--- src/rtl/nrt_pkg.sv ---
package nrt_pkg;
  localparam int NRT_ADDR_W = 5;
  localparam int NRT_DATA_W = 4;

  // source of the read address
  typedef enum logic {
    RSRC_READ  = 1'b0,
    RSRC_WRITE = 1'b1
  } rd_src_e;
endpackage

--- src/rtl/nrt_wdecode.sv ---
module nrt_wdecode #(
  parameter int ADDR_W = 5,
  localparam int WORDS = 1 << ADDR_W
) (
  input  logic              wr_en_n,
  input  logic [ADDR_W-1:0] wr_addr,
  output logic [WORDS-1:0]  wstrobe
);
  for (genvar w = 0; w < WORDS; w++) begin : g_dec
    assign wstrobe[w] = !wr_en_n && (wr_addr == ADDR_W'(w));
  end
endmodule

--- src/rtl/nrt_store.sv ---
module nrt_store #(
  parameter int WORDS  = 32,
  parameter int DATA_W = 4
) (
  input  logic              clk,
  input  logic              rst_n,
  input  logic              clear,
  input  logic [WORDS-1:0]  wstrobe,
  input  logic [DATA_W-1:0] din,
  output logic [DATA_W-1:0] words [WORDS]
);
  for (genvar w = 0; w < WORDS; w++) begin : g_word
    always_ff @(posedge clk or negedge rst_n) begin
      if (!rst_n)            words[w] <= '0;
      else if (clear)        words[w] <= '0;
      else if (wstrobe[w])   words[w] <= din;
    end
  end
endmodule

--- src/rtl/nrt_readpath.sv ---
module nrt_readpath #(
  parameter int ADDR_W = 5,
  parameter int DATA_W = 4,
  localparam int WORDS = 1 << ADDR_W
) (
  input  logic [DATA_W-1:0] words [WORDS],
  input  logic [ADDR_W-1:0] rd_sel,
  input  logic              bypass,
  input  logic [DATA_W-1:0] din,
  input  logic              drive,
  output logic [DATA_W-1:0] dout
);
  logic [DATA_W-1:0] picked;
  always_comb begin
    picked = bypass ? din : words[rd_sel];
    dout   = drive ? picked : '0;
  end
endmodule

--- src/rtl/nibble_ram_tile.sv ---
module nibble_ram_tile #(
  parameter int ADDR_W    = nrt_pkg::NRT_ADDR_W,
  parameter int DATA_W    = nrt_pkg::NRT_DATA_W,
  parameter bit DUAL_PORT = 1'b1
) (
  input  logic              clk,
  input  logic              rst_n,
  input  logic              sync_mode,
  input  logic              single_port,
  input  logic [ADDR_W-1:0] wr_addr,
  input  logic [ADDR_W-1:0] rd_addr,
  input  logic              wr_en_n,
  input  logic [DATA_W-1:0] din,
  input  logic              clear,
  input  logic              oe,
  output logic [DATA_W-1:0] dout,
  output logic              dout_en
);
  import nrt_pkg::*;
  localparam int WORDS = 1 << ADDR_W;

  logic [WORDS-1:0]  wstrobe;
  logic [DATA_W-1:0] words [WORDS];
  logic [ADDR_W-1:0] rd_sel;
  rd_src_e           rsrc;
  logic              bypass;

  // the tied-off variant has no separate read address
  if (DUAL_PORT) begin : g_dual
    assign rsrc = single_port ? RSRC_WRITE : RSRC_READ;
  end else begin : g_single
    assign rsrc = RSRC_WRITE;
  end

  assign rd_sel  = (rsrc == RSRC_WRITE) ? wr_addr : rd_addr;
  assign bypass  = !sync_mode && !wr_en_n && (rd_sel == wr_addr);
  assign dout_en = oe && !((rsrc == RSRC_WRITE) && !wr_en_n);

  nrt_wdecode #(.ADDR_W(ADDR_W)) u_dec (
    .wr_en_n (wr_en_n),
    .wr_addr (wr_addr),
    .wstrobe (wstrobe)
  );

  nrt_store #(.WORDS(WORDS), .DATA_W(DATA_W)) u_store (
    .clk     (clk),
    .rst_n   (rst_n),
    .clear   (clear),
    .wstrobe (wstrobe),
    .din     (din),
    .words   (words)
  );

  nrt_readpath #(.ADDR_W(ADDR_W), .DATA_W(DATA_W)) u_rd (
    .words  (words),
    .rd_sel (rd_sel),
    .bypass (bypass),
    .din    (din),
    .drive  (dout_en),
    .dout   (dout)
  );
endmodule

--- config.mk ---
export PLATFORM = sky130hd
export DESIGN_NAME = nibble_ram_tile
export DESIGN_NICKNAME = d
export VERILOG_FILES = /design/src/rtl/nrt_pkg.sv /design/src/rtl/nrt_wdecode.sv /design/src/rtl/nrt_store.sv /design/src/rtl/nrt_readpath.sv /design/src/rtl/nibble_ram_tile.sv
export SDC_FILE = /design/constraint.sdc
export NUM_CORES = 1
export LEC_CHECK = 0
export BUFFER_PORTS_ARGS = -buffer_cell sky130_fd_sc_hd__buf_2
export CAP_MARGIN = 10
export CORE_UTILIZATION = 56
export DETAILED_ROUTE_END_ITERATION = 10
export PLACE_DENSITY_LB_ADDON = 0.12
export SYNTH_ARGS = -nofsm -noshare
export SYNTH_HDL_FRONTEND = slang
export SYNTH_SLANG_ARGS = --single-unit
--- constraint.sdc ---
create_clock -name clk -period 2.9 [get_ports clk]
set_clock_uncertainty 0.2 [all_clocks]
set_input_delay 0.58 -clock clk [delete_from_list [all_inputs] [get_ports clk]]
set_output_delay 0.58 -clock clk [all_outputs]
set_load 0.02 [all_outputs]
==> impl_metrics.ini <==
[synth]
ys.flop_type = dfrtp_1
yosys_register_bits = 128
yosysWarnings = 0
postSynthCellCount = 853
synth_enable_flop_cells = 0
avgSynthCellArea_sq_um = 8.33
synth_area_leaders = dfrtp_1, a21oi_1, nand2_1, nand3_1, mux2i_1
netlist_area_sq_um = 7100
syn-num-nets = 874
synth_most_common_cell = nand2_1
post-synth-top-area-fraction = 0.451
synth_top_area_cell = dfrtp_1
yosys-top-cells-count = nand2_1, a21oi_1, nand3_1
ys_types = 48
synth-async-reset-ratio = 1.00
yosysSeqAreaShare = 0.451

[timing]
worst_slack_ps = -316
relSlewSlack = 0.518
hold_viol = 0
rsz0062_at_grt = yes
max_freq_ghz = 0.311
fin_crit_sh = 1.11
slew_viol_final = 0
worstMarginPinSlew_ps = 724
holdWs_ps = 4.69
period_minus_slack_ps = 3220
setup_viol = 4
tns_ps = -1120

[route]
drc = 0
wl_met3_um = 1790
via_count = 6814
dr.pass1.iters = 7
ant_nets = 0
route.met2.wl_um = 10300
vias_per_cell = 6.28
drt_iter0_markers = 774
wl_met1_um = 9060
top_layer_used = met4
routed_wl_um = 21800
wl_per_cell_um = 20.1

[floorplan]
io_pins = 26
dieArea_sq_um = 13100
coreArea_sq_um = 12200
die_w_um = 115
rows = 40
start_util = 0.582
fp.dieH_um = 115

[critical_path]
cp_common_cell = buf_12
cp_top_family = multiplexers
crit_chain = buf_12 -> buf_12 -> mux2i_4 -> mux2i_1 -> mux4_2 -> a2111oi_4 -> a211o_1 -> buf_6
cp_max_fo = 6
cp_slowest_cell = mux4_2
critPathLaunchType = input port
crit_path_max_incr_delay_ps = 520
arrival_ps = 2440
critPathCaptureType = output port
path_class = input port to output port
worstPathBufferInverterCount = 3
crit_required_ps = 2120

[power_and_ir_drop]
p_total_mw = 4.53
p_per_area_nw_per_um2 = 525
swShare = 0.263
power_frac_seq = 0.399
irDropWorstVdd_mv = 0.479
p_switching_mw = 1.19
combPwrFrac = 0.132
pwr-share-clk = 0.469
p_int_mw = 3.34
leakage_nw = 3.58

[clock_tree]
clock_latency_ps = 430
cts_hold_buf = 0
cts_tree = yes
numClockSinks = 128
cts_buffers = 17
htreeDepth = 4
clk_pin_slew_ps = 50
cts_root_buf = clkbuf_16
cts_buffer_depth = 2

[final_layout]
drive_gt1_frac = 0.201
antennaDiodeCount = 0
largest_register = u_store.words
fin_nets = 925
reg_top3 = u_store.words x128
utilization = 0.708
fin_area_sq_um = 8640
fin_cells = 1085
syn_to_final_growth_pct = 21.7
largest_register_ffs = 128

[placement]
portBuffers = 25
place_hpwl_um = 14100
place_ws_ps = -455
place_inst = 1045
globalplace.congestion = 0.964
post_dp_cell_area_sq_um = 7850

[status]
status = finished, violations left
violations = negative setup slack

[global_routing]
grt_max_degree = 129
grt_pass1_vias = 6525
antenna_found_initial = 0
grt-ovfl-total = 0
grt_usage = 0.352
grt_first_pass_wirelength_um = 34500

[run]
max-cap-violations = 0

[hold_path]
min_path_type = input port to async pin
[layout by cell type, fill, tap and decap left out, types with 3 or more instances in the layout]
cell	n
dfrtp_1	128
buf_2	17
nand2_1	185
mux4_2	9
o22ai_1	10
buf_4	79
nor3_2	4
xnor2_1	4
clkinv_2	4
nand3_2	4
inv_1	9
o21ai_0	4
a221o_1	3
mux2_4	3
mux2i_1	40
nor2_1	33
buf_12	9
nor3_1	3
o211ai_1	10
a311o_1	3
nor2b_1	10
a32o_1	3
nand2b_1	4
nand3_1	126
clkbuf_16	17
buf_6	6
a31oi_1	3
clkinv_4	4
a21oi_1	137
[power groups by stage]
stage / logic [mW] / clock network, mW / registers (mW)
floorplan: 0.305 / 0 / 1.84
global placement: 0.526 / 0 / 1.84
detailed placement: 0.540 / 0 / 1.84
CTS: 0.588 / 2.14 / 1.81
global route: 0.638 / 2.22 / 1.81
finish: 0.599 / 2.13 / 1.81
[worst paths after layout]
path                                                       to                          start  cells after the start  slack (ps)
max in group asynchronous        u_store.words[9]$_DFFE_PN0P_                          rst_n                      2        1910
worst min register to register  u_store.words[39]$_DFFE_PN0P_  u_store.words[39]$_DFFE_PN0P_                      2         330
worst max register to register   u_store.words[0]$_DFFE_PN0P_   u_store.words[0]$_DFFE_PN0P_                      2        1950
min in group clk                u_store.words[39]$_DFFE_PN0P_  u_store.words[39]$_DFFE_PN0P_                      2         330
worst min-delay path            u_store.words[72]$_DFFE_PN0P_                          rst_n                      2           5
worst max-delay path                                  dout[2]                    single_port                      8        -320
[repair_timing]
action	in CTS	in global routing
endpoints found under the setup margin	4	4
buffers inserted	7	0
endpoints found under the hold margin	0	0
pin swaps	5	2
cloned	2	0
resized for setup	36	0
[metal layers]
| metal | up-vias | track usage |
|---|---|---|
| li1 | 3082 | - |
| met4 | 0 | 0.154 |
| met2 | 346 | 0.552 |
| met1 | 3331 | 0.471 |
| met5 | - | 0 |
| met3 | 55 | 0.0746 |
[final cells by class]
type	instances	area, sq um
multi-input cells	634	3630
clock buffers	20	457
inverters	10	38.8
clock inverters	12	134
well taps	168	210
flip-flops and latches	128	3200
repair buffers	113	973
fillers	950	3570
[logic make-up (layout without fill, tap and decap cells)]
kind of cell | Yosys count | count (layout) | share of synthesized area
simple gates | 391 | 391 | 0.245
compound gates | 185 | 185 | 0.149
mux | 52 | 53 | 0.0918
buf+inv | 92 | 155 | 0.0574
xor+xnor | 5 | 5 | 0.00616
flops | 128 | 128 | 0.451
Note: power is estimated with default switching activity, not from simulation.
